[src/rtl/fdiag_pkg.sv]
package fdiag_pkg;

  typedef enum logic [1:0] {
    VERD_CLEAN   = 2'd0,
    VERD_LOCATED = 2'd1,
    VERD_AMBIG   = 2'd2,
    VERD_NOMATCH = 2'd3
  } verdict_e;

  typedef enum logic [1:0] {
    SQ_IDLE  = 2'd0,
    SQ_SCAN  = 2'd1,
    SQ_FINAL = 2'd2
  } seq_state_e;

  // Outcome from the response being nonzero and the hit tally.
  function automatic verdict_e classify(input logic resp_nonzero,
                                        input logic zero_hits,
                                        input logic one_hit);
    verdict_e v;
    if (!resp_nonzero)  v = VERD_CLEAN;
    else if (zero_hits) v = VERD_NOMATCH;
    else if (one_hit)   v = VERD_LOCATED;
    else                v = VERD_AMBIG;
    return v;
  endfunction

endpackage

[src/rtl/fdiag_table.sv]
module fdiag_table #(
  parameter int NUM_FAULTS = 8,
  parameter int NUM_TESTS  = 8,
  localparam int FIDX_W = (NUM_FAULTS > 1) ? $clog2(NUM_FAULTS) : 1
) (
  input  logic                 clk,
  input  logic                 rst_n,
  input  logic                 lock,
  input  logic                 wr_en,
  input  logic [FIDX_W-1:0]    wr_addr,
  input  logic [NUM_TESTS-1:0] wr_row,
  input  logic [FIDX_W-1:0]    rd_addr,
  output logic [NUM_TESTS-1:0] rd_row
);

  logic [NUM_TESTS-1:0] rows_q [NUM_FAULTS];

  for (genvar g = 0; g < NUM_FAULTS; g++) begin : g_row
    logic row_wr_hit;
    assign row_wr_hit = wr_en && !lock && (wr_addr == FIDX_W'(g));

    always_ff @(posedge clk or negedge rst_n) begin
      if (!rst_n)          rows_q[g] <= '0;
      else if (row_wr_hit) rows_q[g] <= wr_row;
    end

    // rows are frozen while a scan runs
    p_table_lock_r1: assert property (@(posedge clk) disable iff (!rst_n)
      lock |=> $stable(rows_q[g]));
  end

  assign rd_row = rows_q[rd_addr];

endmodule

[src/rtl/fdiag_seq.sv]
module fdiag_seq
  import fdiag_pkg::*;
#(
  parameter int NUM_FAULTS = 8,
  parameter int NUM_TESTS  = 8,
  localparam int FIDX_W = (NUM_FAULTS > 1) ? $clog2(NUM_FAULTS) : 1
) (
  input  logic                 clk,
  input  logic                 rst_n,
  input  logic                 start,
  input  logic [NUM_TESTS-1:0] resp_in,
  output logic                 busy,
  output logic                 accept,
  output logic                 cmp_en,
  output logic [FIDX_W-1:0]    cmp_idx,
  output logic                 finalize,
  output logic                 done,
  output logic [NUM_TESTS-1:0] resp_q
);

  localparam logic [FIDX_W-1:0] LAST_IDX = FIDX_W'(NUM_FAULTS - 1);

  seq_state_e state_q;
  logic       done_q;
  logic       at_last;

  assign at_last  = (cmp_idx == LAST_IDX);
  assign busy     = (state_q != SQ_IDLE);
  assign accept   = (state_q == SQ_IDLE) && start;
  assign cmp_en   = (state_q == SQ_SCAN);
  assign finalize = (state_q == SQ_FINAL);
  assign done     = done_q;

  always_ff @(posedge clk or negedge rst_n) begin
    if (!rst_n) begin
      state_q <= SQ_IDLE;
      cmp_idx <= '0;
      resp_q  <= '0;
      done_q  <= 1'b0;
    end else begin
      done_q <= 1'b0;
      unique case (state_q)
        SQ_IDLE: begin
          if (start) begin
            resp_q  <= resp_in;
            cmp_idx <= '0;
            state_q <= SQ_SCAN;
          end
        end
        SQ_SCAN: begin
          if (at_last) begin
            cmp_idx <= '0;
            state_q <= SQ_FINAL;
          end else begin
            cmp_idx <= cmp_idx + 1'b1;
          end
        end
        SQ_FINAL: begin
          state_q <= SQ_IDLE;
          done_q  <= 1'b1;
        end
        default: state_q <= SQ_IDLE;
      endcase
    end
  end

  // an accepted start opens the scan at row 0
  p_accept_opens_r2: assert property (@(posedge clk) disable iff (!rst_n)
    accept |=> (busy && cmp_en && cmp_idx == '0));
  // done is a single-cycle pulse
  p_done_pulse_r2: assert property (@(posedge clk) disable iff (!rst_n)
    done |=> !done);
  // busy only falls together with done
  p_busy_fall_r2: assert property (@(posedge clk) disable iff (!rst_n)
    $fell(busy) |-> done);
  // the captured response is untouched while busy
  p_resp_hold_r3: assert property (@(posedge clk) disable iff (!rst_n)
    busy |=> $stable(resp_q));

endmodule

[src/rtl/fdiag_judge.sv]
module fdiag_judge
  import fdiag_pkg::*;
#(
  parameter int NUM_FAULTS = 8,
  parameter int NUM_TESTS  = 8,
  localparam int FIDX_W = (NUM_FAULTS > 1) ? $clog2(NUM_FAULTS) : 1,
  localparam int CNT_W  = $clog2(NUM_FAULTS + 1)
) (
  input  logic                  clk,
  input  logic                  rst_n,
  input  logic                  accept,
  input  logic                  cmp_en,
  input  logic [FIDX_W-1:0]     cmp_idx,
  input  logic [NUM_TESTS-1:0]  cmp_row,
  input  logic [NUM_TESTS-1:0]  resp_q,
  input  logic                  finalize,
  output logic [NUM_FAULTS-1:0] mask,
  output logic [CNT_W-1:0]      count,
  output verdict_e              verdict,
  output logic [FIDX_W-1:0]     loc_idx
);

  function automatic logic rows_equal(input logic [NUM_TESTS-1:0] a,
                                      input logic [NUM_TESTS-1:0] b);
    return (a ^ b) == '0;
  endfunction

  function automatic logic [FIDX_W-1:0] lowest_set(input logic [NUM_FAULTS-1:0] m);
    logic [FIDX_W-1:0] r;
    logic              found;
    r = '0;
    found = 1'b0;
    for (int i = 0; i < NUM_FAULTS; i++) begin
      if (m[i] && !found) begin
        r = FIDX_W'(i);
        found = 1'b1;
      end
    end
    return r;
  endfunction

  logic     row_hit;
  verdict_e next_verdict;

  assign row_hit      = cmp_en && rows_equal(cmp_row, resp_q);
  assign next_verdict = classify(|resp_q, count == '0, count == CNT_W'(1));

  always_ff @(posedge clk or negedge rst_n) begin
    if (!rst_n) begin
      mask    <= '0;
      count   <= '0;
      verdict <= VERD_CLEAN;
      loc_idx <= '0;
    end else if (accept) begin
      mask    <= '0;
      count   <= '0;
      verdict <= VERD_CLEAN;
      loc_idx <= '0;
    end else begin
      if (row_hit) begin
        mask[cmp_idx] <= 1'b1;
        count         <= count + 1'b1;
      end
      if (finalize) begin
        verdict <= next_verdict;
        loc_idx <= (next_verdict == VERD_LOCATED) ? lowest_set(mask) : '0;
      end
    end
  end

  // hit tally agrees with the mask
  p_count_tracks_r4: assert property (@(posedge clk) disable iff (!rst_n)
    count == CNT_W'($countones(mask)));
  // a located fault is the single marked row
  p_located_single_r5: assert property (@(posedge clk) disable iff (!rst_n)
    (verdict == VERD_LOCATED) |-> (count == CNT_W'(1) && mask[loc_idx]));
  // an ambiguous verdict has several marked rows
  p_ambig_many_r6: assert property (@(posedge clk) disable iff (!rst_n)
    (verdict == VERD_AMBIG) |-> (count > CNT_W'(1) && loc_idx == '0));
  // no match means an empty mask
  p_nomatch_empty_r7: assert property (@(posedge clk) disable iff (!rst_n)
    (verdict == VERD_NOMATCH) |-> (mask == '0));
  // a zero response always ends clean
  p_zero_clean_r8: assert property (@(posedge clk) disable iff (!rst_n)
    (finalize && resp_q == '0) |=> (verdict == VERD_CLEAN));
  // results hold while nothing drives them
  p_results_hold_r9: assert property (@(posedge clk) disable iff (!rst_n)
    (!accept && !cmp_en && !finalize) |=> ($stable(mask) && $stable(verdict) && $stable(loc_idx)));

endmodule

[src/rtl/fault_table_diag.sv]
module fault_table_diag
  import fdiag_pkg::*;
#(
  parameter int NUM_FAULTS = 8,
  parameter int NUM_TESTS  = 8,
  localparam int FIDX_W = (NUM_FAULTS > 1) ? $clog2(NUM_FAULTS) : 1,
  localparam int CNT_W  = $clog2(NUM_FAULTS + 1)
) (
  input  logic                  clk,
  input  logic                  rst_n,
  input  logic                  tbl_wr_en,
  input  logic [FIDX_W-1:0]     tbl_wr_addr,
  input  logic [NUM_TESTS-1:0]  tbl_wr_row,
  input  logic                  start,
  input  logic [NUM_TESTS-1:0]  response,
  output logic                  busy,
  output logic                  done,
  output logic [1:0]            verdict,
  output logic [FIDX_W-1:0]     located_idx,
  output logic [NUM_FAULTS-1:0] match_mask,
  output logic [CNT_W-1:0]      match_count
);

  logic                 seq_accept;
  logic                 seq_cmp_en;
  logic [FIDX_W-1:0]    seq_cmp_idx;
  logic                 seq_finalize;
  logic [NUM_TESTS-1:0] seq_resp;
  logic [NUM_TESTS-1:0] tbl_rd_row;
  verdict_e             judge_verdict;

  fdiag_seq #(.NUM_FAULTS(NUM_FAULTS), .NUM_TESTS(NUM_TESTS)) u_seq (
    .clk      (clk),
    .rst_n    (rst_n),
    .start    (start),
    .resp_in  (response),
    .busy     (busy),
    .accept   (seq_accept),
    .cmp_en   (seq_cmp_en),
    .cmp_idx  (seq_cmp_idx),
    .finalize (seq_finalize),
    .done     (done),
    .resp_q   (seq_resp)
  );

  fdiag_table #(.NUM_FAULTS(NUM_FAULTS), .NUM_TESTS(NUM_TESTS)) u_table (
    .clk     (clk),
    .rst_n   (rst_n),
    .lock    (busy),
    .wr_en   (tbl_wr_en),
    .wr_addr (tbl_wr_addr),
    .wr_row  (tbl_wr_row),
    .rd_addr (seq_cmp_idx),
    .rd_row  (tbl_rd_row)
  );

  fdiag_judge #(.NUM_FAULTS(NUM_FAULTS), .NUM_TESTS(NUM_TESTS)) u_judge (
    .clk      (clk),
    .rst_n    (rst_n),
    .accept   (seq_accept),
    .cmp_en   (seq_cmp_en),
    .cmp_idx  (seq_cmp_idx),
    .cmp_row  (tbl_rd_row),
    .resp_q   (seq_resp),
    .finalize (seq_finalize),
    .mask     (match_mask),
    .count    (match_count),
    .verdict  (judge_verdict),
    .loc_idx  (located_idx)
  );

  assign verdict = judge_verdict;

  // a start during a scan does not reset the scan position
  p_start_ignored_r3: assert property (@(posedge clk) disable iff (!rst_n)
    (busy && start && seq_cmp_en && seq_cmp_idx != '0) |=> (seq_cmp_idx != '0 || seq_finalize));

endmodule

[config.mk]
export PLATFORM = sky130hd
export DESIGN_NAME = fault_table_diag
export DESIGN_NICKNAME = d
export VERILOG_FILES = /design/src/rtl/fdiag_pkg.sv /design/src/rtl/fdiag_table.sv /design/src/rtl/fdiag_seq.sv /design/src/rtl/fdiag_judge.sv /design/src/rtl/fault_table_diag.sv
export SDC_FILE = /design/constraint.sdc
export NUM_CORES = 1
export LEC_CHECK = 0
export ABC_CLOCK_PERIOD_IN_PS = 2300
export CAP_MARGIN = 20
export CORE_MARGIN = 1
export CORE_UTILIZATION = 48
export DETAILED_ROUTE_END_ITERATION = 12
export MAX_ROUTING_LAYER = met4
export PLACE_DENSITY = 0.71
export SLEW_MARGIN = 25
export SYNTH_ARGS = -nofsm -noshare
export SYNTH_HDL_FRONTEND = slang
export SYNTH_SLANG_ARGS = --single-unit
[constraint.sdc]
create_clock -name clk -period 2.3 [get_ports clk]
set_input_delay 0.69 -clock clk [delete_from_list [all_inputs] [get_ports clk]]
set_output_delay 0.69 -clock clk [all_outputs]
set_load 0.05 [all_outputs]
==> results.json, run 1 <==
{
  "status": "finished, violations left",
  "violations": "setup timing",
  "synthTopCellsByArea": "dfrtp_1, mux2_2, mux2i_1, nand2_1, mux4_2",
  "holdBufCountCts": 0,
  "tightest_slew_ns": 0.5195,
  "ys_types": 44,
  "muxShareOfSynthArea": 0.2359,
  "initial_utilization": 0.5058,
  "synthFlopType": "dfrtp_1",
  "p_leak_nw": 2.636,
  "syn-cell-area_um2": 4497,
  "critPathKind": "flop to flop",
  "synth_edf_count": 0,
  "syn_nets": 404,
  "drive_above_1_share": 0.3172,
  "critPathLaunchType": "flop",
  "first_pass_iters": 4,
  "cp_slowest_cell": "mux4_2",
  "yosys.area_share.simple": 0.1127,
  "grt_use_total": 0.2400,
  "worstHoldPathType": "primary input to async pin",
  "port-buffer-count": 41,
  "period_needed_ns": 2.500,
  "postSynthAreaPerCell_um2": 11.96,
  "diodes": 0,
  "synth-async-reset-ratio": 1.000,
  "critical_path.startpoint": "u_seq.cmp_idx[0]$_DFFE_PN0P_",
  "rsz0062_at_grt": "yes",
  "rows": 34,
  "postSynthCellCount": 376,
  "fin_skew_ns": 0.007973,
  "die-height_um": 98.79,
  "vdd_drop_max_v": 0.0005157,
  "first_global_vias": 3230,
  "synth.largest_area_cell": "dfrtp_1",
  "grt_overflow": 0,
  "worstPathArrival_ns": 2.74,
  "nets": 477,
  "yosys_register_bits": 95,
  "synth.top_cell.area_share": 0.5287,
  "total_power_mw": 7.038,
  "drc": 0,
  "cp_max_fo": 6,
  "synth_fa_ha_area_frac": 0.01391,
  "synth_top_family_by_area": "multiplexers",
  "design.core.area_um2": 8891,
  "fillCellCount": 720,
  "grt_max_degree": 37,
  "ant_nets": 0,
  "post-route-period-util": 1.087,
  "seq_area_um2": 2379,
  "clkTransAtPathRegs_ns": 0.09,
  "io_pins": 42,
  "multi_input_area_um2": 2091,
  "drt_iter0_markers": 199,
  "gp_congestion": 0.8108,
  "grt_pass1_wl_um": 17090,
  "dr_total_vias": 3210,
  "synthTopCellsByCount": "dfrtp_1, mux2_2, nand2_1",
  "fin_tns_setup_ns": -1.202,
  "r2r-start": "u_seq.cmp_idx[0]$_DFFE_PN0P_",
  "max_freq_mhz": 399.9,
  "clock-sinks": 95,
  "worstPathRequired_ns": 2.54,
  "via_per_inst": 5.712,
  "slew_headroom": 0.6526,
  "cp-end-kind": "flop",
  "drt-wirelength-per-cell_um": 18.80,
  "synth-compound-area-share": 0.07679,
  "cts_tree": "done",
  "fp.dieW_um": 98.79,
  "dp_hpwl_um": 7073,
  "setup_violations": 12,
  "maxSlewViolCount": 0,
  "hold_viol": 0,
  "synthXorXnorAreaFrac": 0.003895,
  "clockRootBuffer": "clkbuf_8",
  "power.density_nw_per_um2": 1253,
  "yosysMostFrequentCell": "dfrtp_1",
  "die_area_um2": 9759,
  "setup_ws_ns": -0.2003,
  "antenna_found_initial": 0,
  "clkLatencyLatePin_ns": 0.36,
  "syn2layout_area_growth_pct": 24.87,
  "clock_path_buffers": 2,
  "numCtsBuffers": 9,
  "htree_levels": 3,
  "path_cells": "buf_12 > nand2b_1 > mux4_2 > and3_4 > nor4_4 > nand4_2 > buf_6 > o41ai_1",
  "max-cap-violations": 0,
  "synth_seq_area_share": 0.5287,
  "drt_wl_total_um": 10570,
  "ys_warn_count": 0,
  "slowest_delay_ns": 0.49
}
==> metal layers <==
| layer | vias to the layer above | routed length [um] | global-route usage |
|---|---|---|---|
| met3 | 18 | 387 | 0.03617 |
| met5 | - | 0 | - |
| met2 | 77 | 5183 | 0.3808 |
| met1 | 1619 | 4720 | 0.3163 |
| li1 | 1496 | - | - |
| met4 | 0 | 274 | 0.08381 |
==> report_power, final <==
part / internal (mW) / switching, mW / total [mW]
clock: 0.538 / 0.608 / 1.15
combinational: 1.60 / 1.47 / 3.07
sequential: 2.36 / 0.458 / 2.82
==> worst max-delay path, delay by kind of cell, from the launching register on <==
family	cells	cell delay (ns)
and+or+nand+nor	4	0.81
buffers and inverters	2	0.32
DFF	1	0.45
muxes	1	0.49
AOI/OAI and AO/OA	1	0.30
==> state kept, by name (all words and copies together), names as in the netlist <==
signal           count
u_seq.cmp_idx        3
u_table.rows_q      64
u_seq.state_q        2
u_judge.loc_idx      3
u_judge.mask         8
u_judge.verdict      2
u_seq.done           1
u_judge.count        4
u_seq.resp_q         8
==> timing repair <==
| item | 4_1_cts | 5_1_grt |
|---|---|---|
| setup endpoints to repair | 21 | 14 |
| pin swaps | 0 | 4 |
| resized for setup | 26 | 12 |
| setup buffers | 7 | 1 |
==> cell usage in the layout (no fill, tap or decap), types with 7 or more instances in the layout <==
cell type        netlist  routed
and3_1                 9       7
nand3_1                9       8
mux2i_1               25      24
nor2_1                12      12
nand2_1               47      47
o21ai_0               12       8
mux2_2                64      64
clkbuf_8               0      10
dlygate4sd2_1          0       9
dfrtp_1               95      94
buf_4                  1      31
clkdlybuf4s50_1        0      28
inv_1                  9       9
==> cell type report <==
class,count,area share
clock buffer,10,0.02451
sequential,95,0.4236
clock inverter,6,0.01225
tap,108,0.02406
inverter,9,0.006016
timing repair buffer,79,0.1373
multi-input combinational,255,0.3723
==> final timing paths <==
path	endpoint	slack (ns)	cells after the start
worst min register to register	u_judge.loc_idx[0]$_DFFE_PN0P_	0.49	2
worst min-delay path	u_seq.done$_DFF_PN0_	0.28	1
worst max register to register	u_judge.mask[0]$_DFFE_PN0P_	-0.20	8
worst max-delay path	u_judge.mask[0]$_DFFE_PN0P_	-0.20	8
max in group asynchronous	u_seq.cmp_idx[0]$_DFFE_PN0P_	1.47	2
min in group clk	u_judge.loc_idx[0]$_DFFE_PN0P_	0.49	2
==> logic make-up (layout without fill, tap and decap cells) <==
| family | Yosys count | after routing |
|---|---|---|
| simple gates | 104 | 104 |
| compound gates | 51 | 51 |
| fa+ha+maj | 5 | 5 |
| flops | 95 | 95 |
| buf+inv | 26 | 104 |
| xor+xnor | 2 | 2 |
| mux | 93 | 93 |
==> through the flow <==
step / area, um2 / setup slack [ns] / util / hold slack [ns] / instances
final: 5615 / -0.2003 / 0.6316 / 0.2831 / 562
after floorplan: 4497 / 0.03105 / - / 0.3944 / 376
after global placement: 5221 / -0.09759 / 0.5873 / 0.4607 / 538
after detailed placement: 5221 / -0.1905 / 0.5873 / 0.4702 / 538
after global routing: 5615 / -0.2700 / 0.6316 / 0.3166 / 562
after CTS: 5559 / -0.07158 / 0.6252 / 0.2977 / 561
(Power assumes the default switching activity.)
==> inputs of run 2 (changes only) <==
--- a/config.mk
+++ b/config.mk
@@ -7,11 +7,11 @@
 export LEC_CHECK = 0
 export ABC_CLOCK_PERIOD_IN_PS = 2300
 export CAP_MARGIN = 20
-export CORE_MARGIN = 1
-export CORE_UTILIZATION = 48
+export CORE_MARGIN = 2
+export CORE_UTILIZATION = 30
 export DETAILED_ROUTE_END_ITERATION = 12
 export MAX_ROUTING_LAYER = met4
-export PLACE_DENSITY = 0.71
+export PLACE_DENSITY = 0.49
 export SLEW_MARGIN = 25
 export SYNTH_ARGS = -nofsm -noshare
 export SYNTH_HDL_FRONTEND = slang
==> run 2 against run 1 <==
Compared with the run above: routed wire length increased by 6.3%; count of clock-buffer cells in the layout unchanged; the flow still finishes with violations (setup timing); critical endpoint is now u_judge.count[3]$_DFFE_PN0P_; maximum frequency increased by 5.3%; combinational power decreased by 2%; via count decreased by 0.97%; clock skew decreased by 0.0016 ns; global-route usage decreased by 8.7 points; non-clock buffer count increased by 7; worst setup slack improved by 0.12 ns; largest cell class unchanged; final cell count increased by 15%; utilization decreased by 23 points.
==> results.json, run 2 (synthesis results as in run 1) <==
{
  "status": "finished, violations left",
  "violations": "setup timing",
  "via_per_inst": 4.929,
  "ant_nets": 0,
  "worstPathArrival_ns": 2.64,
  "p_leak_nw": 2.696,
  "hold_viol": 0,
  "initial_utilization": 0.3082,
  "clkLatencyLatePin_ns": 0.34,
  "total_power_mw": 7.473,
  "fp.dieW_um": 126.4,
  "largestRegisters": "u_table.rows_q x64, u_judge.mask x8, u_seq.resp_q x8",
  "whs_ns": 0.2617,
  "syn2layout_area_growth_pct": 28.85,
  "rsz0062_at_grt": "yes",
  "clock-sinks": 95,
  "first_pass_iters": 5,
  "fin_tns_setup_ns": -0.3195,
  "grt_max_degree": 40,
  "fin_skew_ns": 0.006384,
  "maxSlewViolCount": 0,
  "worstPathRequired_ns": 2.57,
  "clock_path_buffers": 2,
  "setup_violations": 8,
  "cp-end-kind": "flop",
  "setup_ws_ns": -0.07554,
  "drt_wl_total_um": 11230,
  "antenna_found_initial": 0,
  "first_global_vias": 3235,
  "dp_hpwl_um": 8008,
  "numCtsBuffers": 9,
  "p_switching_mw": 2.514,
  "grt_use_total": 0.1525,
  "post-route-period-util": 1.033,
  "final_cell_area_um2": 5794,
  "p_int_mw": 4.958,
  "holdBufCountCts": 0,
  "clockRootBuffer": "clkbuf_16",
  "netSwitchingFraction": 0.3365,
  "design.core.area_um2": 14590,
  "clkTransAtPathRegs_ns": 0.06,
  "gp_congestion": 0.7957,
  "period_needed_ns": 2.376,
  "diodes": 0,
  "tightest_slew_ns": 0.5049,
  "p_seq_frac": 0.382,
  "worstHoldPathType": "primary input to async pin",
  "largest_register_ffs": 64,
  "port-buffer-count": 41,
  "drive_above_1_share": 0.3080,
  "grt_overflow": 0,
  "die_area_um2": 15980,
  "layout_commonest_cell": "dfrtp_1",
  "slew_headroom": 0.6628,
  "max_freq_mhz": 421.0,
  "top_register": "u_table.rows_q",
  "drt_iter0_markers": 134,
  "rows": 44,
  "drt-wirelength-per-cell_um": 17.41,
  "critical_path.startpoint": "u_seq.cmp_idx[0]$_DFFE_PN0P_",
  "io_pins": 42,
  "drc": 0,
  "power.density_nw_per_um2": 1290,
  "critPathKind": "flop to flop",
  "pwr-share-clk": 0.216,
  "cp_max_fo": 6,
  "critPathLaunchType": "flop",
  "instances_no_fill": 645,
  "vdd_drop_max_v": 0.0005897,
  "htree_levels": 3,
  "dp_cells": 624,
  "pwr-share-comb": 0.401,
  "nets": 484,
  "r2r-start": "u_seq.cmp_idx[0]$_DFFE_PN0P_",
  "final_cell_mix": "dfrtp_1, mux2_2, nand2_1",
  "die-height_um": 126.4,
  "max-cap-violations": 0,
  "placed_area_um2": 5379,
  "cts_tree": "done",
  "grt_pass1_wl_um": 18170,
  "dr_total_vias": 3179
}
==> run 2: changes by cell type in the layout (fill, tap and decap cells not counted), sizes merged <==
| cell | change |
|---|---|
| buf | +7 |
| bufinv | +1 |
| clkdlybuf4s50 | +2 |
| clkinv | +1 |
| clkinvlp | -1 |
| dlygate4sd2 | -2 |
| inv | -1 |
==> run 2: worst paths after layout <==
path                                             endpoint  slack [ns]  depth (start not counted)
min                        u_judge.verdict[0]$_DFFE_PN0P_        0.26                          1
max                          u_judge.count[3]$_DFFE_PN0P_       -0.08                          8
min reg2reg                u_judge.loc_idx[0]$_DFFE_PN0P_        0.47                          2
max reg2reg                  u_judge.count[3]$_DFFE_PN0P_       -0.08                          8
max in group asynchronous  u_table.rows_q[19]$_DFFE_PN0P_        1.46                          2
min in group clk           u_judge.loc_idx[0]$_DFFE_PN0P_        0.47                          2
==> run 2: stage by stage <==
stage,utilization,worst slack [ns]
global placement,0.3687,-0.1899
floorplan,-,0.03105
global route,0.3972,-0.2168
detailed placement,0.3687,-0.2684
finish,0.3972,-0.07554
CTS,0.3955,-0.1049
==> run 2: layout make-up <==
cell class | count | area [um2]
fill | 1396 | 8795
timing repair buffer | 86 | 797.0
multi-input combinational | 255 | 2031
clock buffer | 10 | 239.0
sequential | 95 | 2380
inverter | 9 | 33.78
tap | 184 | 230.2
clock inverter | 6 | 83.83
==> run 2: metal layers <==
layer | global-route usage | part of all wire
met5 | - | 0
met4 | 0.03103 | 0.0086
met3 | 0.04133 | 0.049
met2 | 0.2347 | 0.46
met1 | 0.2039 | 0.48
==> run 2: power by group through the flow <==
stage          sequential, mW  combinational (mW)  clock (mW)
2_1_floorplan            2.81                1.95           0
3_3_place_gp             2.91                2.76           0
3_5_place_dp             2.92                2.81           0
4_1_cts                  2.86                2.98        1.66
5_1_grt                  2.95                3.27        1.73
6_report                 2.86                3.00        1.62
==> run 2: timing repair <==
action,in CTS,in global routing
pin swaps,1,0
resized for setup,12,6
endpoints found under the setup margin,19,14
buffers inserted,5,0
==> run 2: worst max-delay path, cell delays in order, from the launching register on <==
cell	delay [ns]
dfrtp_2	0.47
buf_6	0.15
mux2i_1	0.10
mux4_2	0.47
and3_4	0.19
nor4_4	0.25
nand4_2	0.18
or3_1	0.34
a21oi_1	0.14
==> inputs of run 3 (changes only) <==
--- a/config.mk
+++ b/config.mk
@@ -5,13 +5,14 @@
 export SDC_FILE = /design/constraint.sdc
 export NUM_CORES = 1
 export LEC_CHECK = 0
-export ABC_CLOCK_PERIOD_IN_PS = 2300
+export ABC_CLOCK_PERIOD_IN_PS = 2500
 export CAP_MARGIN = 20
 export CORE_MARGIN = 2
 export CORE_UTILIZATION = 30
+export CTS_BUF_LIST = sky130_fd_sc_hd__clkbuf_2 sky130_fd_sc_hd__clkbuf_4 sky130_fd_sc_hd__clkbuf_8
 export DETAILED_ROUTE_END_ITERATION = 12
 export MAX_ROUTING_LAYER = met4
-export PLACE_DENSITY = 0.49
+export PLACE_DENSITY = 0.47
 export SLEW_MARGIN = 25
 export SYNTH_ARGS = -nofsm -noshare
 export SYNTH_HDL_FRONTEND = slang
==> constraint.sdc (replaced) <==
create_clock -name clk -period 2.5 [get_ports clk]
set_input_delay 0.75 -clock clk [delete_from_list [all_inputs] [get_ports clk]]
set_output_delay 0.75 -clock clk [all_outputs]
set_load 0.05 [all_outputs]
==> run 3 against run 2 <==
Compared with the run above: the run now ends clean; global-route usage shrank 0.44 points; power is 18% lower; hold slack improved by 0.0096 ns; design area is 4.7% lower; critical path depth shrank 7; register-to-register slack gained 0.19 ns; flip-flop and latch count unchanged; clock power down 41%; routed wire length shrank 2.7%; die area unchanged; clock skew grew 0.0070 ns; largest cell class unchanged.
==> results.json, run 3 (synthesis results as in run 1) <==
{
  "rsz0062_at_grt": "yes",
  "drive_above_1_share": 0.2748,
  "cts_tree": "done",
  "final_cell_mix": "dfrtp_1, mux2_2, nand2_1",
  "critical_path.startpoint": "u_judge.count[2]$_DFFE_PN0P_",
  "grt_use_total": 0.1482,
  "diodes": 0,
  "status": "finished clean",
  "top_register": "u_table.rows_q",
  "first_pass_iters": 4,
  "post-place-ws_ns": -0.03786,
  "hold_viol": 0,
  "maxSlewViolCount": 0,
  "r2r-end": "u_judge.mask[6]$_DFFE_PN0P_",
  "p_leak_nw": 2.487,
  "power.density_nw_per_um2": 1112,
  "via_per_inst": 4.939,
  "clock_path_buffers": 2,
  "worstPathArrival_ns": 1.69,
  "design.core.area_um2": 14590,
  "clkTransAtPathRegs_ns": 0.10,
  "drt_wl_total_um": 10930,
  "max_freq_mhz": 410.2,
  "clock-sinks": 95,
  "die_area_um2": 15980,
  "grt_pass1_wl_um": 17660,
  "htree_levels": 3,
  "dp_hpwl_um": 7984,
  "numCtsBuffers": 9,
  "path_buf_inv": 1,
  "setup_ws_ns": 0.06204,
  "crit_family": "buffers and inverters",
  "die-height_um": 126.4,
  "fin_skew_ns": 0.01339,
  "grt_max_degree": 38,
  "first_global_vias": 3173,
  "r2r_cells": 8,
  "rows": 44,
  "clkLatencyLatePin_ns": 0.38,
  "initial_utilization": 0.3082,
  "setup_violations": 0,
  "drt-wirelength-per-cell_um": 17.40,
  "period_needed_ns": 2.438,
  "drc": 0,
  "port-buffer-count": 41,
  "vdd_drop_max_v": 0.0003352,
  "total_power_mw": 6.141,
  "fp.dieW_um": 126.4,
  "post-route-period-util": 0.9752,
  "dr_total_vias": 3102,
  "syn2layout_area_growth_pct": 22.82,
  "clockRootBuffer": "clkbuf_8",
  "r2r-start": "u_seq.cmp_idx[0]$_DFFE_PN0P_",
  "layout_commonest_cell": "dfrtp_1",
  "path_cells": "clkdlybuf4s50_1",
  "gp_congestion": 0.7934,
  "worstHoldPathType": "primary input to async pin",
  "cp_slowest_cell": "clkdlybuf4s50_1",
  "largestRegisters": "u_table.rows_q x64, u_judge.mask x8, u_seq.resp_q x8",
  "io_pins": 42,
  "slowest_delay_ns": 0.85,
  "final_core_util": 0.3786,
  "largest_register_ffs": 64,
  "reg2reg_slack_ns": 0.11,
  "antenna_found_initial": 0,
  "critPathKind": "flop to output pin",
  "max-cap-violations": 0,
  "nets": 467,
  "critPathLaunchType": "flop",
  "tightest_slew_ns": 0.5423,
  "holdBufCountCts": 0,
  "drt_iter0_markers": 113,
  "grt_overflow": 0,
  "cp_max_fo": 5,
  "cp-end-kind": "output pin",
  "ant_nets": 0,
  "slew_headroom": 0.6376,
  "worstPathRequired_ns": 1.75
}
-- run 3: worst max path at each step --
stage | end | slack [ns] | depth (start not counted)
floorplan | u_judge.count[3]$_DFFE_PN0P_ | 0.23 | 9
global placement | u_judge.count[3]$_DFFE_PN0P_ | 0.03 | 8
detailed placement | u_judge.mask[6]$_DFFE_PN0P_ | -0.04 | 8
CTS | match_count[2] | 0.03 | 1
global route | u_judge.mask[2]$_DFFE_PN0P_ | -0.03 | 8
finish | match_count[2] | 0.06 | 1
-- run 3: final cells by class --
type / instances / area, um2
clock inverter: 6 / 42.54
clock buffer: 10 / 137.6
fill: 1431 / 9066
inverter: 9 / 33.78
tap: 184 / 230.2
timing repair buffer: 69 / 689.4
sequential: 95 / 2380
multi-input combinational: 255 / 2009
-- run 3: power breakdown --
group	leakage, nW	switching [mW]	internal [mW]
registers	1.22	0.442	2.18
logic	1.18	1.23	1.33
clock network	0.0891	0.569	0.392
total	2.49	2.24	3.90
-- run 3: layer usage --
metal	up-vias	GRT usage	share of wire
met3	11	0.03248	0.041
met4	0	0.04266	0.013
li1	1476	-	-
met5	-	-	0
met2	53	0.2189	0.45
met1	1562	0.2055	0.50
-- run 3: stage by stage --
step,instances,hold slack [ns],setup TNS (ns),area (um2)
3_5_place_dp,609,0.4772,-0.09456,5294
4_1_cts,627,0.2740,0,5489
2_1_floorplan,376,0.4544,0,4497
3_3_place_gp,609,0.4595,0,5294
6_report,628,0.2713,0,5523
5_1_grt,628,0.2812,-0.06422,5523
-- run 3: timing repair --
action | CTS | global route
setup endpoints to repair | 3 | 10
gates resized for setup | 0 | 8
buffers inserted | 2 | 1
pin swaps | 0 | 1
endpoints found under the hold margin | 0 | 0
